`src/rtl/dbf_pkg.sv`:
```
package dbf_pkg;

  typedef enum logic [1:0] {
    DUR_SHORT = 2'd0,
    DUR_MID   = 2'd1,
    DUR_LONG  = 2'd2,
    DUR_MAX   = 2'd3
  } dur_code_e;

  function automatic int unsigned dbf_max4(input int unsigned a, input int unsigned b,
                                           input int unsigned c, input int unsigned d);
    int unsigned m;
    m = a;
    if (b > m) m = b;
    if (c > m) m = c;
    if (d > m) m = d;
    return m;
  endfunction

endpackage

```
`src/rtl/dbf_tick_sel.sv`:
```
module dbf_tick_sel #(
  parameter int unsigned SYNC_STAGES = 2
) (
  input  logic clk_i,
  input  logic rst_ni,
  input  logic int_tick_i,
  input  logic ext_clk_i,
  input  logic clk_sel_i,
  output logic tick_o
);
  // SYNC_STAGES synchroniser flops plus one edge-history flop
  logic [SYNC_STAGES:0] ext_q;
  logic                 ext_rise;

  always_ff @(posedge clk_i or negedge rst_ni) begin
    if (!rst_ni) ext_q <= '0;
    else         ext_q <= {ext_q[SYNC_STAGES-1:0], ext_clk_i};
  end

  assign ext_rise = ext_q[SYNC_STAGES-1] & ~ext_q[SYNC_STAGES];
  assign tick_o   = clk_sel_i ? int_tick_i : ext_rise;

endmodule

```
`src/rtl/dbf_dur_decode.sv`:
```
module dbf_dur_decode import dbf_pkg::*; #(
  parameter int unsigned LOG2_T0 = 5,
  parameter int unsigned LOG2_T1 = 9,
  parameter int unsigned LOG2_T2 = 13,
  parameter int unsigned LOG2_T3 = 16,
  parameter int unsigned CNT_W   = 16
) (
  input  logic [1:0]       code_i,
  output logic [CNT_W-1:0] limit_o
);
  // limit is the terminal count, one less than the tick count
  localparam logic [CNT_W-1:0] LIM0 = CNT_W'((64'd1 << LOG2_T0) - 64'd1);
  localparam logic [CNT_W-1:0] LIM1 = CNT_W'((64'd1 << LOG2_T1) - 64'd1);
  localparam logic [CNT_W-1:0] LIM2 = CNT_W'((64'd1 << LOG2_T2) - 64'd1);
  localparam logic [CNT_W-1:0] LIM3 = CNT_W'((64'd1 << LOG2_T3) - 64'd1);

  always_comb begin
    unique case (dur_code_e'(code_i))
      DUR_SHORT: limit_o = LIM0;
      DUR_MID:   limit_o = LIM1;
      DUR_LONG:  limit_o = LIM2;
      default:   limit_o = LIM3;
    endcase
  end

endmodule

```
`src/rtl/dbf_bit_cell.sv`:
```
module dbf_bit_cell #(
  parameter int unsigned CNT_W       = 16,
  parameter int unsigned SYNC_STAGES = 2
) (
  input  logic             clk_i,
  input  logic             rst_ni,
  input  logic             raw_i,
  input  logic             tick_i,
  input  logic             en_i,
  input  logic [CNT_W-1:0] limit_i,
  output logic             filt_o
);
  logic [SYNC_STAGES-1:0] sync_q;
  logic                   smp;
  logic                   prev_q;
  logic                   out_q;
  logic [CNT_W-1:0]       cnt_q;

  assign smp = sync_q[SYNC_STAGES-1];

  always_ff @(posedge clk_i or negedge rst_ni) begin
    if (!rst_ni) begin
      sync_q <= '0;
      prev_q <= 1'b0;
      out_q  <= 1'b0;
      cnt_q  <= '0;
    end else begin
      sync_q <= {sync_q[SYNC_STAGES-2:0], raw_i};
      prev_q <= smp;
      if (!en_i) begin
        out_q <= smp;                 // track while bypassed
        cnt_q <= '0;
      end else if ((smp != prev_q) || (smp == out_q)) begin
        cnt_q <= '0;                  // bounce or nothing pending
      end else if (tick_i) begin
        if (cnt_q >= limit_i) begin
          out_q <= smp;
          cnt_q <= '0;
        end else begin
          cnt_q <= cnt_q + 1'b1;
        end
      end
    end
  end

  assign filt_o = out_q;

endmodule

```
`src/rtl/dbf_port.sv`:
```
module dbf_port #(
  parameter int unsigned PORT_W      = 8,
  parameter int unsigned CNT_W       = 16,
  parameter int unsigned SYNC_STAGES = 2
) (
  input  logic              clk_i,
  input  logic              rst_ni,
  input  logic [PORT_W-1:0] raw_i,
  input  logic              tick_i,
  input  logic              en_i,
  input  logic [CNT_W-1:0]  limit_i,
  output logic [PORT_W-1:0] data_o
);
  logic [PORT_W-1:0] filt;

  for (genvar b = 0; b < PORT_W; b++) begin : g_bit
    dbf_bit_cell #(
      .CNT_W      (CNT_W),
      .SYNC_STAGES(SYNC_STAGES)
    ) u_cell (
      .clk_i  (clk_i),
      .rst_ni (rst_ni),
      .raw_i  (raw_i[b]),
      .tick_i (tick_i),
      .en_i   (en_i),
      .limit_i(limit_i),
      .filt_o (filt[b])
    );
  end

  assign data_o = en_i ? filt : raw_i;

endmodule

```
`src/rtl/debounce_filter.sv`:
```
module debounce_filter import dbf_pkg::*; #(
  parameter int unsigned NUM_PORTS   = 6,
  parameter int unsigned PORT_W      = 8,
  parameter int unsigned GROUP_PORTS = 2,
  parameter int unsigned SYNC_STAGES = 2,
  parameter int unsigned LOG2_T0     = 5,
  parameter int unsigned LOG2_T1     = 9,
  parameter int unsigned LOG2_T2     = 13,
  parameter int unsigned LOG2_T3     = 16
) (
  input  logic                                               clk_i,
  input  logic                                               rst_ni,
  input  logic [NUM_PORTS*PORT_W-1:0]                        raw_i,
  input  logic                                               int_tick_i,
  input  logic                                               ext_clk_i,
  input  logic                                               clk_sel_i,
  input  logic [2*((NUM_PORTS+GROUP_PORTS-1)/GROUP_PORTS)-1:0] dur_code_i,
  input  logic [NUM_PORTS-1:0]                               filt_en_i,
  output logic [NUM_PORTS*PORT_W-1:0]                        data_o
);
  localparam int unsigned NUM_GROUPS = (NUM_PORTS + GROUP_PORTS - 1) / GROUP_PORTS;
  localparam int unsigned CNT_W      = dbf_max4(LOG2_T0, LOG2_T1, LOG2_T2, LOG2_T3);

  logic             deb_tick;
  logic [CNT_W-1:0] grp_lim [NUM_GROUPS];

  dbf_tick_sel #(.SYNC_STAGES(SYNC_STAGES)) u_tick (
    .clk_i     (clk_i),
    .rst_ni    (rst_ni),
    .int_tick_i(int_tick_i),
    .ext_clk_i (ext_clk_i),
    .clk_sel_i (clk_sel_i),
    .tick_o    (deb_tick)
  );

  for (genvar g = 0; g < NUM_GROUPS; g++) begin : g_grp
    dbf_dur_decode #(
      .LOG2_T0(LOG2_T0),
      .LOG2_T1(LOG2_T1),
      .LOG2_T2(LOG2_T2),
      .LOG2_T3(LOG2_T3),
      .CNT_W  (CNT_W)
    ) u_dec (
      .code_i (dur_code_i[2*g +: 2]),
      .limit_o(grp_lim[g])
    );
  end

  for (genvar p = 0; p < NUM_PORTS; p++) begin : g_port
    localparam int unsigned GRP = p / GROUP_PORTS;
    dbf_port #(
      .PORT_W     (PORT_W),
      .CNT_W      (CNT_W),
      .SYNC_STAGES(SYNC_STAGES)
    ) u_port (
      .clk_i  (clk_i),
      .rst_ni (rst_ni),
      .raw_i  (raw_i[p*PORT_W +: PORT_W]),
      .tick_i (deb_tick),
      .en_i   (filt_en_i[p]),
      .limit_i(grp_lim[GRP]),
      .data_o (data_o[p*PORT_W +: PORT_W])
    );
  end

endmodule

```
`config.mk`:
```
export PLATFORM = sky130hd
export DESIGN_NAME = debounce_filter
export DESIGN_NICKNAME = d
export VERILOG_FILES = /design/src/rtl/dbf_pkg.sv /design/src/rtl/dbf_tick_sel.sv /design/src/rtl/dbf_dur_decode.sv /design/src/rtl/dbf_bit_cell.sv /design/src/rtl/dbf_port.sv /design/src/rtl/debounce_filter.sv
export SDC_FILE = /design/constraint.sdc
export NUM_CORES = 2
export LEC_CHECK = 0
export BUFFER_PORTS_ARGS = -buffer_cell sky130_fd_sc_hd__buf_2
export CORE_UTILIZATION = 40
export CTS_CLUSTER_DIAMETER = 40
export DETAILED_ROUTE_END_ITERATION = 16
export PLACE_DENSITY = 0.67
export SYNTH_ARGS = -nofsm -noshare
export SYNTH_HDL_FRONTEND = slang
export SYNTH_HIERARCHICAL = 1
export SYNTH_SLANG_ARGS = --single-unit
```
`constraint.sdc`:
```
create_clock -name clk_i -period 5.2 [get_ports clk_i]
set_input_delay 1.04 -clock clk_i [delete_from_list [all_inputs] [get_ports clk_i]]
set_output_delay 1.04 -clock clk_i [all_outputs]
set_load 0.1 [all_outputs]
```
==> flow_results.org <==
** Power and ir drop
- Clock share of power :: between 50% and 60%
- Net switching share of the total power :: 27.4%
- In this run, flip-flops and latches consume 34.6% of the power.
- The share of total power dissipated in combinational logic is 10.3%.
- Areal power density over the cells :: 292 mW/mm2
- Total net switching power :: 6190 uW
- The design draws 22600 uW.
- Leakage Power :: 0.0371 uW
- Internal power comes to approximately 16000 uW.
- VDD IR max :: between 0.0002 and 0.0003 V

** Timing
- The max-slew violation count came to 0.
- For the pin with the worst max-slew slack, the measured transition is 0.928 ns.
- Max frequency :: 274 MHz
- Slew Limit Headroom :: 38.2%
- Max Clock Skew :: 0.0364 ns
- Post-layout minimum cycle time :: 3.65 ns
- Setup violations remaining at the end of the flow were counted as 0.
- Hold timing on the final database bottoms out at a slack of 0.321 ns.
- Part of the cycle the worst path needs :: 70.2%
- RSZ-0062 raised after global routing :: false
- Sum of negative setup slack :: 0 ns
- The hold violation total from the final report was 0.

** Synthesis
- Number of flip-flops and latches in the synthesized netlist :: 963
- Synth Area per Inst :: 8.95 um2
- Yosys top cell by area :: sky130_fd_sc_hd__dfrtp_1
- Async S/R FF share, synth :: 100%
- In the synthesized netlist the dominant register cell turns out to be sky130_fd_sc_hd__dfrtp_1.
- After synthesis, the largest area contributor takes up between 30% and 40% of total cell area.
- Portion of the post-synthesis area used by sequential elements :: 35.4%
- Ranked by total cell area, the synthesized netlist is headed by sky130_fd_sc_hd__dfrtp_1 (35%), sky130_fd_sc_hd__ha_1 (15%), sky130_fd_sc_hd__inv_1 (5.0%).
- After synthesis, the netlist uses slightly above 40 different library cells.
- Count of flip-flops with a built-in enable after synthesis :: 0
- The Yosys step of the flow raised 6 warnings.
- Cells after synthesis :: 7599
- Post-synthesis instance area :: 0.0680 mm2

** Layout
- The finished layout holds about 10000 standard cells, fillers aside.
- Leaving out fill and tap cells, the most frequent cell in the layout is sky130_fd_sc_hd__dfrtp_1.
- Layout cell share with drive strength beyond 1 :: between 10% and 20%
- Final-layout fill cell count :: 15600
- Sequential cell area in the final layout :: between 0.02 and 0.025 mm2
- Area of combinational cells with multiple inputs :: 0.0396 mm2
- The library cells used most frequently in the layout, excluding fill and tap cells, are sky130_fd_sc_hd__dfrtp_1 (963), sky130_fd_sc_hd__inv_1 (912), sky130_fd_sc_hd__nand2_1 (817).
- The net count of the finished layout is 8727.
- Synthesis-to-finish area growth :: 13.9%

** Route
- Avg Vias per Cell :: 5.26
- Summed over all layers, the routed wires come to 158 mm.
- ANT nets after route :: 0
- Via Count :: 53700
- Avg WL per Cell :: 15.5 um
- The first detailed-routing pass took 5 iterations.
- Initial DRC count :: 2699
- Total DRC errors in the routed layout :: 0

** Clocking
- Buffer count from post-CTS setup fixing :: 0
- In this run, post-CTS hold repair placed 0 buffers.
- Level count of the clock H-tree :: 4
- Clock network latency to the later pin of the worst-skew pair :: about 0.81 ns
- The clock drives 963 sinks.
- TritonCTS clock tree :: yes
- CTS root buffer :: sky130_fd_sc_hd__clkbuf_16
- After clock tree synthesis, the clock-pin slew on the worst setup and hold paths is 0.05 ns.
- In this run, CTS created clock tree buffers numbering 183.
- The number of gates resized after CTS was 0.
- Buffer depth of the longest clock path :: 3

** Worst setup path
- STA classifies the critical path startpoint as a primary input.
- Among all stages on the critical path, the largest delay is contributed by sky130_fd_sc_hd__buf_2.
- Library cell appearing most often on the critical path :: sky130_fd_sc_hd__buf_2
- Type of the setup path with the least slack :: in2out
- Walking the worst path, the cells encountered are buf_2 > buf_4 > mux2_4 > buf_2.
- Of all nets on the critical path, the largest fanout is 26.
- Data on the critical path arrives at its endpoint at about 2.6 ns.
- For flop-to-flop paths, the worst setup slack is between 2 and 2.5 ns.
- For the worst setup path, the data required time is 4.16 ns.
- In this design, the stage delay of the slowest critical-path cell is 0.62 ns.
- The worst setup path is captured at an output pin.

** Status
- Result of the run :: completed

** Floorplan
- Vert. Die Dim :: 414 um
- The initial utilization of the core area, before any placement, comes to 40.5%.
- Die X :: 414 um
- The floorplan step defined a core boundary enclosing 0.168 mm2.
- After floorplanning, the core was divided into 150 placement rows.
- The floorplan step defined a die boundary enclosing 0.172 mm2.
- ~110 I/O pins were placed.

** Place
- Detailed placement ended at an HPWL of 108 mm.
- Placed insts :: 9865
- Routability-driven placement finished with a final weighted congestion of 0.850.
- The count of buffers added on input and output ports is 112.

** Global route
- Grt total ovfl :: 0
- In the global route stage, overall resource usage came out at 18.5%.
- The first global-routing pass estimated 268 mm of wire.
- The initial antenna violation count is 3.
- Entering global routing, the biggest net connects 121 pins.
- Via count of the first global-routing pass :: 54300

** Min path
- The tightest min-delay check is of the in2async type.

** Flow run
- Number of max-cap violations :: 0
[synth_stat cells (39+ instances only)]
cell type,count
sky130_fd_sc_hd__or2_2,48
sky130_fd_sc_hd__nor3_2,48
sky130_fd_sc_hd__o21ai_1,384
sky130_fd_sc_hd__o21ai_0,192
sky130_fd_sc_hd__a41oi_2,48
sky130_fd_sc_hd__xor2_1,336
sky130_fd_sc_hd__a211oi_1,48
sky130_fd_sc_hd__nor2b_1,48
sky130_fd_sc_hd__and3_1,144
sky130_fd_sc_hd__a32oi_1,48
sky130_fd_sc_hd__a21o_1,48
sky130_fd_sc_hd__buf_6,54
sky130_fd_sc_hd__nor4_1,48
sky130_fd_sc_hd__nor3_1,192
sky130_fd_sc_hd__nand2_1,817
sky130_fd_sc_hd__a22oi_1,48
sky130_fd_sc_hd__and4_1,48
sky130_fd_sc_hd__a21oi_2,48
sky130_fd_sc_hd__o311ai_2,48
sky130_fd_sc_hd__nand3_2,48
sky130_fd_sc_hd__mux2_1,48
sky130_fd_sc_hd__nand4_1,240
sky130_fd_sc_hd__ha_1,816
sky130_fd_sc_hd__nor2_2,48
sky130_fd_sc_hd__nor2_1,720
sky130_fd_sc_hd__xnor2_1,336
sky130_fd_sc_hd__or3b_4,48
sky130_fd_sc_hd__nand2b_1,49
sky130_fd_sc_hd__dfrtp_1,963
sky130_fd_sc_hd__mux2_4,48
sky130_fd_sc_hd__nand3_1,240
sky130_fd_sc_hd__a21oi_1,240
sky130_fd_sc_hd__buf_4,39
sky130_fd_sc_hd__nand3b_1,48
sky130_fd_sc_hd__inv_1,912
sky130_fd_sc_hd__a21bo_1,48
[final cells by class]
cell class	count	area share (%)
multi-input cells	5640	51.2
flip-flops and latches	963	31.1
clock buffers	215	6.41
inverters	912	4.42
well taps	2204	3.56
clock inverters	127	2.08
repair buffers	146	1.23
diodes	5	0.0162
[flip-flops by register name, summed over array words and instances, names as in the netlist]
name and count:
u_tick/ext_q 3, g_port.u_port/g_bit.u_cell/sync_q 96, g_port.u_port/g_bit.u_cell/filt_o 48, g_port.u_port/g_bit.u_cell/prev_q 48, g_port.u_port/g_bit.u_cell/cnt_q 768
[metrics by stage]
step / utilization, % / setup WS [ns] / area (um2)
2_1_floorplan: - / 1.99 / 68100
3_3_place_gp: 42.2 / 1.19 / 70900
3_5_place_dp: 42.2 / 1.05 / 70900
4_1_cts: 46.1 / 1.52 / 77400
5_1_grt: 46.1 / 1.51 / 77500
6_report: 46.1 / 1.55 / 77500
[cell families after synthesis]
family | Yosys count | share of synthesized area (%)
other | 3 | 0.0166
AND/OR/NAND/NOR | 2840 | 20.8
multiplexers | 96 | 1.85
adder cells (fa/ha/maj) | 816 | 15.0
AO/OA/AOI/OAI | 1201 | 11.8
buffers and inverters | 1008 | 6.37
XOR/XNOR | 672 | 8.65
flip-flops | 963 | 35.4
[power by group through the flow]
stage          logic (uW)  registers, uW  clock network (uW)
3_3_place_gp         2220           7930                   0
5_1_grt              2580           7830               13100
2_1_floorplan        1710           7870                   0
4_1_cts              2300           7810               12800
3_5_place_dp         2290           7940                   0
6_report             2320           7810               12500
[final timing paths]
check,start,cells past startpoint,end
setup / recovery,filt_en_i[1],4,data_o[12]
hold / removal,rst_ni,1,g_port[5].u_port/g_bit[6].u_cell/cnt_q[4]
min in group clk_i,g_port[2].u_port/g_bit[2].u_cell/sync_q[0],0,g_port[2].u_port/g_bit[2].u_cell/sync_q[1]
hold reg to reg,g_port[2].u_port/g_bit[2].u_cell/sync_q[0],0,g_port[2].u_port/g_bit[2].u_cell/sync_q[1]
max in group asynchronous,rst_ni,2,g_port[0].u_port/g_bit[2].u_cell/cnt_q[8]
setup reg to reg,u_tick/ext_q[2],7,g_port[5].u_port/g_bit[6].u_cell/filt_o
[routing by layer]
metal	part of all wire (%)	wire length, um	GRT usage (%)	vias to the layer above
li1	-	-	-	26600
met1	45	71500	23.5	26000
met2	48	75600	31.5	843
met3	3.6	5690	2.77	321
met4	3.3	5230	7.31	0
met5	0	0	0	-
[worst max-delay path: cells and delay by family]
family | cells | cell delay, ns
buffers and inverters | 3 | 1.22
multiplexers | 1 | 0.30
(Power assumes the default switching activity.)
